**config.mk**
```make
export PLATFORM = sky130hd
export DESIGN_NAME = lcd_mem_bridge
export DESIGN_NICKNAME = d
export VERILOG_FILES = /design/src/rtl/lcdb_pkg.sv /design/src/rtl/lcdb_fsm.sv /design/src/rtl/lcdb_pinmux.sv /design/src/rtl/lcd_mem_bridge.sv
export SDC_FILE = /design/constraint.sdc
export NUM_CORES = 1
export LEC_CHECK = 0
export CAP_MARGIN = 40
export CORE_MARGIN = 1.5
export CORE_UTILIZATION = 24
export CTS_CLUSTER_SIZE = 28
export DETAILED_ROUTE_END_ITERATION = 8
export GPL_TIMING_DRIVEN = 0
export PLACE_DENSITY = 0.85
export SLEW_MARGIN = 20
export SYNTH_ARGS = -nofsm -noshare
export SYNTH_HDL_FRONTEND = slang
export SYNTH_HIERARCHICAL = 1
export SYNTH_SLANG_ARGS = --single-unit
export TNS_END_PERCENT = 30
```
**constraint.sdc**
```tcl
create_clock -name clk -period 1.3 [get_ports clk]
set_input_delay 0.26 -clock clk [delete_from_list [all_inputs] [get_ports clk]]
set_output_delay 0.26 -clock clk [all_outputs]
set_load 0.005 [all_outputs]
```
**src/rtl/lcdb_pkg.sv**
```systemverilog
package lcdb_pkg;
    typedef enum logic [2:0] {
        ST_IDLE  = 3'd0,
        ST_SETUP = 3'd1,
        ST_PULSE = 3'd2,
        ST_HOLD  = 3'd3,
        ST_DONE  = 3'd4
    } lcdb_state_e;
endpackage

```
**src/rtl/lcdb_fsm.sv**
```systemverilog
// Host access sequencer: setup, enable pulse, hold, acknowledge.
module lcdb_fsm
    import lcdb_pkg::*;
#(
    parameter int DW        = 8,
    parameter int SETUP_CYC = 2,
    parameter int PULSE_CYC = 4,
    parameter int HOLD_CYC  = 2
) (
    input  logic          clk,
    input  logic          rst,
    input  logic          host_req,
    input  logic          host_we,
    input  logic [DW-1:0] rd_in,
    output logic          lcd_en,
    output logic          ack,
    output logic          drive_wr,
    output logic [DW-1:0] rd_q
);
    localparam int MAXC = (SETUP_CYC > PULSE_CYC)
                        ? ((SETUP_CYC > HOLD_CYC) ? SETUP_CYC : HOLD_CYC)
                        : ((PULSE_CYC > HOLD_CYC) ? PULSE_CYC : HOLD_CYC);
    localparam int CW = (MAXC > 1) ? $clog2(MAXC) : 1;

    lcdb_state_e state_q, state_d;
    logic [CW-1:0] cnt_q, cnt_d;
    logic          last_cyc;

    assign last_cyc = (cnt_q == '0);

    // state register
    always_ff @(posedge clk) begin
        if (rst) begin
            state_q <= ST_IDLE;
            cnt_q   <= '0;
            rd_q    <= '0;
        end else begin
            state_q <= state_d;
            cnt_q   <= cnt_d;
            if (state_q == ST_PULSE && last_cyc && !host_we)
                rd_q <= rd_in;
        end
    end

    // transitions
    always_comb begin
        state_d = state_q;
        cnt_d   = cnt_q;
        unique case (state_q)
            ST_IDLE: begin
                if (host_req) begin
                    state_d = ST_SETUP;
                    cnt_d   = CW'(SETUP_CYC - 1);
                end
            end
            ST_SETUP: begin
                if (last_cyc) begin
                    state_d = ST_PULSE;
                    cnt_d   = CW'(PULSE_CYC - 1);
                end else begin
                    cnt_d = cnt_q - 1'b1;
                end
            end
            ST_PULSE: begin
                if (last_cyc) begin
                    state_d = ST_HOLD;
                    cnt_d   = CW'(HOLD_CYC - 1);
                end else begin
                    cnt_d = cnt_q - 1'b1;
                end
            end
            ST_HOLD: begin
                if (last_cyc) state_d = ST_DONE;
                else          cnt_d   = cnt_q - 1'b1;
            end
            ST_DONE: begin
                state_d = ST_IDLE;
            end
            default: state_d = ST_IDLE;
        endcase
    end

    // outputs from state
    always_comb begin
        lcd_en   = 1'b0;
        ack      = 1'b0;
        drive_wr = 1'b0;
        unique case (state_q)
            ST_IDLE:  ;
            ST_SETUP: drive_wr = host_we;
            ST_PULSE: begin
                lcd_en   = 1'b1;
                drive_wr = host_we;
            end
            ST_HOLD:  drive_wr = host_we;
            ST_DONE:  ack = 1'b1;
            default:  ;
        endcase
    end
endmodule

```
**src/rtl/lcdb_pinmux.sv**
```systemverilog
// Shared-pin steering between the memory controller and the LCD access.
module lcdb_pinmux #(
    parameter int DW = 8,
    parameter int AW = 17,
    parameter int NB = 2
) (
    input  logic                   host_act,
    input  logic                   host_we,
    input  logic                   host_adr,
    input  logic [DW-1:0]          host_wdata,
    input  logic                   lcd_drive,
    input  logic                   mc_ce_n,
    input  logic [AW-1:0]          mc_addr,
    input  logic [NB-1:0]          mc_we_n,
    input  logic [NB-1:0]          mc_oe_n,
    input  logic [NB-1:0][DW-1:0]  mc_wdata,
    output logic [NB-1:0][DW-1:0]  mc_rdata,
    output logic                   mem_cs_n,
    output logic [AW-1:0]          mem_addr,
    output logic [NB-1:0]          mem_we_n,
    output logic [NB-1:0]          mem_oe_n,
    output logic [NB-1:0][DW-1:0]  mem_dout,
    output logic [NB-1:0]          mem_doe,
    input  logic [NB-1:0][DW-1:0]  mem_din
);
    assign mem_cs_n = mc_ce_n | host_act;
    assign mem_addr = host_act ? {mc_addr[AW-1:2], host_we, host_adr} : mc_addr;
    assign mem_we_n = mc_we_n;
    assign mem_oe_n = mc_oe_n;

    for (genvar b = 0; b < NB; b++) begin : g_bank
        assign mc_rdata[b] = mem_din[b];
        if (b == 0) begin : g_lcd
            assign mem_dout[b] = host_act ? host_wdata : mc_wdata[b];
            assign mem_doe[b]  = host_act ? lcd_drive  : ~mc_we_n[b];
        end else begin : g_mem
            assign mem_dout[b] = mc_wdata[b];
            assign mem_doe[b]  = ~mc_we_n[b];
        end
    end
endmodule

```
**src/rtl/lcd_mem_bridge.sv**
```systemverilog
module lcd_mem_bridge #(
    parameter int SETUP_CYC = 2,
    parameter int PULSE_CYC = 4,
    parameter int HOLD_CYC  = 2
) (
    input  logic        clk,
    input  logic        rst,
    input  logic        wb_cyc,
    input  logic        wb_stb,
    input  logic        wb_we,
    input  logic        wb_adr,
    input  logic [7:0]  wb_dat_w,
    output logic [7:0]  wb_dat_r,
    output logic        wb_ack,
    input  logic        mc_ce_n,
    input  logic [16:0] mc_addr,
    input  logic [1:0]  mc_we_n,
    input  logic [1:0]  mc_oe_n,
    input  logic [7:0]  mc0_wdata,
    output logic [7:0]  mc0_rdata,
    input  logic [7:0]  mc1_wdata,
    output logic [7:0]  mc1_rdata,
    output logic        mem_cs_n,
    output logic [16:0] mem_addr,
    output logic [1:0]  mem_we_n,
    output logic [1:0]  mem_oe_n,
    output logic [7:0]  mem0_dout,
    output logic        mem0_doe,
    input  logic [7:0]  mem0_din,
    output logic [7:0]  mem1_dout,
    output logic        mem1_doe,
    input  logic [7:0]  mem1_din,
    output logic        lcd_en
);
    localparam int DW = 8;
    localparam int AW = 17;
    localparam int NB = 2;

    logic                  host_act;
    logic                  drive_wr;
    logic [NB-1:0][DW-1:0] mc_wd, mc_rd, m_dout, m_din;
    logic [NB-1:0]         m_doe;

    assign host_act = wb_stb & wb_cyc;
    assign mc_wd    = {mc1_wdata, mc0_wdata};
    assign m_din    = {mem1_din, mem0_din};
    assign mc0_rdata = mc_rd[0];
    assign mc1_rdata = mc_rd[1];
    assign mem0_dout = m_dout[0];
    assign mem1_dout = m_dout[1];
    assign mem0_doe  = m_doe[0];
    assign mem1_doe  = m_doe[1];

    lcdb_fsm #(
        .DW(DW), .SETUP_CYC(SETUP_CYC), .PULSE_CYC(PULSE_CYC), .HOLD_CYC(HOLD_CYC)
    ) u_fsm (
        .clk(clk), .rst(rst), .host_req(host_act), .host_we(wb_we),
        .rd_in(mem0_din), .lcd_en(lcd_en), .ack(wb_ack),
        .drive_wr(drive_wr), .rd_q(wb_dat_r)
    );

    lcdb_pinmux #(.DW(DW), .AW(AW), .NB(NB)) u_mux (
        .host_act(host_act), .host_we(wb_we), .host_adr(wb_adr),
        .host_wdata(wb_dat_w), .lcd_drive(drive_wr),
        .mc_ce_n(mc_ce_n), .mc_addr(mc_addr), .mc_we_n(mc_we_n),
        .mc_oe_n(mc_oe_n), .mc_wdata(mc_wd), .mc_rdata(mc_rd),
        .mem_cs_n(mem_cs_n), .mem_addr(mem_addr), .mem_we_n(mem_we_n),
        .mem_oe_n(mem_oe_n), .mem_dout(m_dout), .mem_doe(m_doe), .mem_din(m_din)
    );
endmodule

```
==> summary.md, run 1 <==
| Metric | Value |
|---|---|
| Clock transition at path regs | 50 ps |
| Die Footprint | just over 5000 um2 |
| Fin area | 2440 um2 |
| Remaining DRCs | 0 |
| Die W | ~71 um |
| Final Hold Fails | 0 |
| Slew @ Worst Pin | between 500 and 600 ps |
| Clock Path Buffers | 2 |
| Die height | 71.08 um |
| Cell Area, Placed | approximately 2200 um2 |
| Clk_skew | roughly 1.4 ps |
| Post-synthesis mux area share | a little over an eighth |
| Filler cell count | about 390 |
| RR Endpoint | u_fsm/cnt_q[1] |
| Outcome | finished with violations |
| CTS tree | yes |
| Largest net degree at the start of global routing | 11 |
| Hold/Removal Path Class | primary input to register |
| Crit path DAT | between 1000 and 1500 ps |
| Antenna viol nets, final | 0 |
| CTS buffer count | 3 |
| Hold Path Cell Cnt | 3 |
| Largest family of logic cells by synthesized area | buffers and inverters |
| Worst-Skew Late Latency | roughly 240 ps |
| FP Rows | 24 |
| Avg WL per Cell | 11.93 um |
| Pwr dens | about 730 nW/um2 |
| Total grt overflow | 0 |
| Worst hold start | mem0_din[1] |
| Sink Count | 13 |
| FF+latch count, synth | 13 |
| CORE AREA | 4414 um2 |
| Failing checks | setup timing |
| Ant diodes | 0 |
| Placer Congestion | between 0.7 and 0.8 |
| Initial antenna violation count | 0 |
| Via-to-Cell Ratio | about 4.4 |
| Peak fanout along the critical path | 3 |
| MaxCap Viol Count | 0 |
| Synth Area in Compound Gates | 12.04% |
| Initial cell density of the core | 25.20% |
| Tmin final | between 1000 and 1500 ps |
| Syn_area_per_cell | 8.556 um2 |
| Worst reg-to-reg path cell count | 5 |
| DRT iter0 DRCs | 58 |
| Critical path class | register to output pin |
| Synth Cell Area | 1112 um2 |
| Critical path launch point type | register |
| CP required | ~1000 ps |
| Vias | about 1300 |
| Syn-to-layout area delta | 119.3% |
| Setup WS post-layout | -76.44 ps |
| Xor/xnor share of the synthesized area | 0.7874% |
| # H-tree levels | 1 |
| Nets | about 320 |
| Final Util | ~55% |
| Final period util | 105.9% |
| Hold buffers post-CTS | 0 |
| Critical Path Sink Type | output pin |
| Post-synthesis instance total | 130 |
| Post-Synth Simple-Gate Area | between 10% and 20% |
| Maximum VDD drop | ~0.00033 V |
| GRT Total Usage | around an eighth |
| Share of layout cells above drive strength 1 | 48.61% |
| Yosys warning count | 6 |
| Fmax | 726.5 MHz |
| Max transition margin | ~60% |
| WL final | 3615 um |
| Port bufs | 100 |
| Vias in the first global route | 1200 |
| Sequential share of the synthesized area | about a quarter |
| Synth Area in Adders | approximately 2.2% |
| First-pass GRT wire length | 5423 um |
| Worst-case hold path end point | u_fsm/rd_q[1] |
| Leakage | 1.148 nW |
| Endpoints failing setup | 22 |
| TritonRoute pass-1 iters | 5 |
| Reg2reg setup slack | -50 ps |
| RR Startpoint | u_fsm/state_q[0] |
| Ports | around 130 |
| Worst slack, placed | -953.5 ps |
| Synth cell types | 30 |
| Clock root buffer | clkbuf_8 |
| Syn nets | 200 |
| RSZ-0062 raised after global routing | yes |
| Fin. max-slew vios | 0 |
[flip-flops by register name, summed over array words and instances (netlist names)]
name           flops
u_fsm/rd_q         8
u_fsm/cnt_q        2
u_fsm/state_q      3
[logic make-up (layout without fill, tap and decap cells)]
group           Yosys count  after routing
buf+inv                  52            173
compound gates           25             25
simple gates             26             26
fa+ha+maj                 2              2
flops                    13             13
xor+xnor                  1              1
mux                      11             11
[per-stage QoR]
stage               power (mW)  std cells  setup TNS (ps)  hold WS, ps
floorplan               0.8219        130               0        407.7
global placement         1.187        282          -16180        463.2
detailed placement       1.204        282          -16530        471.0
CTS                      1.665        295          -488.9        424.0
global route             1.869        303           -1460        432.6
finish                   1.769        303          -610.5        428.4
[layout by cell type (no fill, tap or decap), types with 2 or more instances in the layout]
master	instances
clkbuf_8	3
nand3_1	8
buf_2	6
inv_2	3
clkdlybuf4s50_1	53
dfxtp_2	4
dlygate4sd2_1	24
nor2_1	3
clkbuf_1	2
buf_4	60
mux2_4	10
dfxtp_1	8
nand2_1	2
a21oi_2	4
a21oi_1	7
o21ai_1	9
buf_6	18
[what timing repair did]
item,CTS,global route
pin swaps,1,6
hold endpoints to repair,0,0
cloned,1,0
resized for setup,131,16
setup endpoints to repair,44,22
setup buffers,8,9
[final cells by class]
type                    count  area, um2  share of cell area (%)
well taps                  52      65.06                   2.667
clock buffers               4      45.04                   1.846
inverters                   4      15.01                  0.6154
multi-input cells          65      563.0                   23.08
flip-flops and latches     13      269.0                   11.03
plain buffers              47      364.1                   14.92
repair buffers            118       1119                   45.85
[critical path: stages, from the launching register on]
cell and delay, ps:
dfxtp_2 320, buf_6 120, nor2_4 100, buf_4 120, and2_1 110, buf_2 110
[worst max-delay path by stage]
stage	cells past startpoint	endpoint	startpoint
4_1_cts	6	mem0_doe	u_fsm/state_q[0]
5_1_grt	5	wb_ack	u_fsm/state_q[0]
6_report	5	wb_ack	u_fsm/state_q[0]
3_3_place_gp	6	mem0_doe	wb_we
2_1_floorplan	5	u_fsm/rd_q[7]	u_fsm/cnt_q[0]
3_5_place_dp	5	mem0_dout[0]	wb_cyc
[cell usage after synthesis]
cell type | instances | area share (%)
and2_1 | 2 | 1.1
nor2_1 | 4 | 1.3
a211oi_1 | 2 | 1.3
clkbuf_1 | 1 | 0.34
mux2_1 | 1 | 1.0
or2_2 | 1 | 0.56
o21bai_1 | 1 | 0.68
xor2_1 | 1 | 0.79
nor3_1 | 2 | 0.90
buf_2 | 1 | 0.45
nand2_1 | 2 | 0.68
a31oi_1 | 1 | 0.56
and3b_1 | 1 | 0.79
o21ai_0 | 2 | 0.90
nand3_1 | 9 | 4.0
inv_2 | 1 | 0.34
mux2_4 | 7 | 9.4
nand4bb_1 | 1 | 1.0
nor3b_1 | 1 | 0.68
or3_4 | 1 | 1.0
o21ai_1 | 8 | 3.6
mux2_2 | 3 | 3.0
inv_1 | 3 | 1.0
dfxtp_1 | 13 | 23
a21oi_1 | 11 | 4.9
and4bb_1 | 1 | 1.1
buf_4 | 43 | 29
buf_6 | 3 | 3.0
ha_1 | 2 | 2.2
or2_1 | 1 | 0.56
[power by group]
part | switching (mW) | internal, mW | total (mW)
Combinational | 0.322 | 0.619 | 0.942
Sequential | 0.0360 | 0.439 | 0.475
Clock | 0.137 | 0.216 | 0.353
Total | 0.495 | 1.27 | 1.77
[metal layers]
metal	up-vias	track usage, %	wire, um
met5	-	0	0
met4	0	4.612	63
met3	8	3.846	392
met2	90	25.13	1926
met1	592	13.34	1232
li1	641	-	-
No activity file was read; power rests on OpenSTA's default activity.
==> run 2, diff against run 1 <==
TNS_END_PERCENT = default   (was 30)
==> summary.md, run 2 (synthesis gave the netlist of run 1 again) <==
| Metric | Value |
|---|---|
| Outcome | finished with violations |
| Failing checks | setup timing |
| Initial antenna violation count | 0 |
| Avg WL per Cell | 12.57 um |
| Total grt overflow | 0 |
| # H-tree levels | 1 |
| Vias | ~1400 |
| Final period util | 105.7% |
| Worst hold start | wb_we |
| Biggest regs | u_fsm/rd_q x8, u_fsm/state_q x3, u_fsm/cnt_q x2 |
| RR Startpoint | u_fsm/cnt_q[0] |
| Fmax | 728.0 MHz |
| Die W | a little over 70 um |
| Crit path DAT | 1480 ps |
| MaxCap Viol Count | 0 |
| Maximum VDD drop | around 0.00035 V |
| Vias in the first global route | about 1200 |
| Sink Count | 13 |
| Worst slack, placed | -953.5 ps |
| Critical path class | register to register |
| Setup WS post-layout | -73.69 ps |
| Remaining DRCs | 0 |
| Largest net degree at the start of global routing | 11 |
| RSZ-0062 raised after global routing | yes |
| Die height | slightly above 70 um |
| TritonRoute pass-1 iters | 4 |
| Net switching power figure | 0.5465 mW |
| Hold buffers post-CTS | 0 |
| Tmin final | between 1000 and 1500 ps |
| CTS buffer count | 3 |
| Clock Path Buffers | 2 |
| Final Hold Fails | 0 |
| Clock power frac | between 10% and 20% |
| Antenna viol nets, final | 0 |
| Hold/Removal Path Class | primary input to register |
| Worst-case hold path end point | u_fsm/rd_q[7] |
| Post-route insts no fill | between 300 and 400 |
| Ant diodes | 0 |
| Sw frac | ~29% |
| Placer Congestion | 0.7440 |
| Ports | roughly 130 |
| Top reg by flops | u_fsm/rd_q |
| Die Footprint | between 5000 and 6000 um2 |
| Critical path launch point type | register |
| Endpoints failing setup | 15 |
| Filler cell count | 378 |
| Sequential Power Share | 24.7% |
| GRT Total Usage | a little over an eighth |
| Critical Path Sink Type | register |
| First-pass GRT wire length | ~5500 um |
| Final Util | a little under three fifths |
| Fin. max-slew vios | 0 |
| Pwr dens | roughly 750 nW/um2 |
| Share of layout cells above drive strength 1 | between 40% and 50% |
| FP Rows | 24 |
| Worst-Skew Late Latency | about 250 ps |
| Largest register FFs | 8 |
| Max transition margin | slightly above 60% |
| Clock root buffer | clkbuf_8 |
| Most frequent cells in the layout | buf_4, clkdlybuf4s50_1, dlygate4sd2_1 |
| Peak fanout along the critical path | 5 |
| RR Endpoint | u_fsm/cnt_q[0] |
| Internal | around 1.3 mW |
| Nets | around 330 |
| WL final | slightly below 4000 um |
| Worst reg-to-reg path cell count | 6 |
| Inst Count DP | between 200 and 300 |
| Syn-to-layout area delta | 126.2% |
| Leakage | approximately 1.2 nW |
| Port bufs | 100 |
| Clk_skew | about 3.2 ps |
| Commonest non-fill, non-tap cell in the layout | buf_4 |
| Reg2reg setup slack | -70 ps |
| Clock transition at path regs | around 60 ps |
| CORE AREA | about 4400 um2 |
| DRT iter0 DRCs | 61 |
| Initial cell density of the core | between 20% and 30% |
| CP required | ~1400 ps |
| CTS tree | yes |
| WHS | 415.7 ps |
| Comb pwr share | 55.8% |
| Via-to-Cell Ratio | about 4.4 |
| Hold Path Cell Cnt | 3 |
| Slew @ Worst Pin | 566.9 ps |
==> run 2: area by class of cell <==
type | count | area (um2) | share of cell area, %
clock buffer | 4 | 45.04 | 1.790
sequential | 13 | 270.3 | 10.74
tap | 52 | 65.06 | 2.586
multi-input combinational | 65 | 579.3 | 23.02
buffer | 48 | 375.4 | 14.92
timing repair buffer | 120 | 1164 | 46.25
inverter | 4 | 17.52 | 0.6962
==> run 2: stage by stage <==
stage | cell area, um2 | setup TNS, ps | power, mW
after CTS | 2349 | -734.6 | 1.667
after detailed placement | 2178 | -16530 | 1.204
after global placement | 2178 | -16180 | 1.187
final | 2516 | -655.3 | 1.892
after floorplan | 1112 | 0 | 0.8219
after global routing | 2516 | -1320 | 1.993
==> run 2: critical path: stages (launching register included) <==
cell and delay (ps):
dfxtp_4 370, inv_4 40, ha_4 170, buf_12 130, buf_4 120, nor3_1 280, a211oi_1 130
==> run 2: how the worst max path moves through the flow <==
stage / end / slack [ps] / from / cells after the start
floorplan: u_fsm/rd_q[7] / 30 / u_fsm/cnt_q[0] / 5
global placement: mem0_doe / -970 / wb_we / 6
detailed placement: mem0_dout[0] / -950 / wb_cyc / 5
CTS: u_fsm/rd_q[7] / -70 / u_fsm/state_q[0] / 5
global route: mem0_doe / -140 / u_fsm/state_q[1] / 6
finish: u_fsm/cnt_q[0] / -70 / u_fsm/cnt_q[0] / 6
==> run 2: metal layers <==
layer  track usage [%]  part of all wire, %  vias up  wire length, um
met4             4.403                  2.1        0               80
met5                 0                    0        -                0
met1             13.33                   32      613             1226
met3             4.131                   11        9              404
met2             25.96                   55       86             2134
li1                  -                    -      651                -
==> run 2: power groups by stage <==
stage | combinational [mW] | sequential, mW | clock (mW)
floorplan | 0.362 | 0.460 | 0
global placement | 0.725 | 0.461 | 0
detailed placement | 0.740 | 0.464 | 0
CTS | 0.841 | 0.458 | 0.368
global route | 1.12 | 0.470 | 0.398
finish | 1.06 | 0.467 | 0.368
==> run 2: repair_timing <==
| action | in CTS | in global routing |
|---|---|---|
| gates cloned | 1 | 0 |
| setup buffers | 10 | 9 |
| pin swaps | 5 | 7 |
| gates resized for setup | 130 | 27 |
| setup endpoints to repair | 44 | 25 |
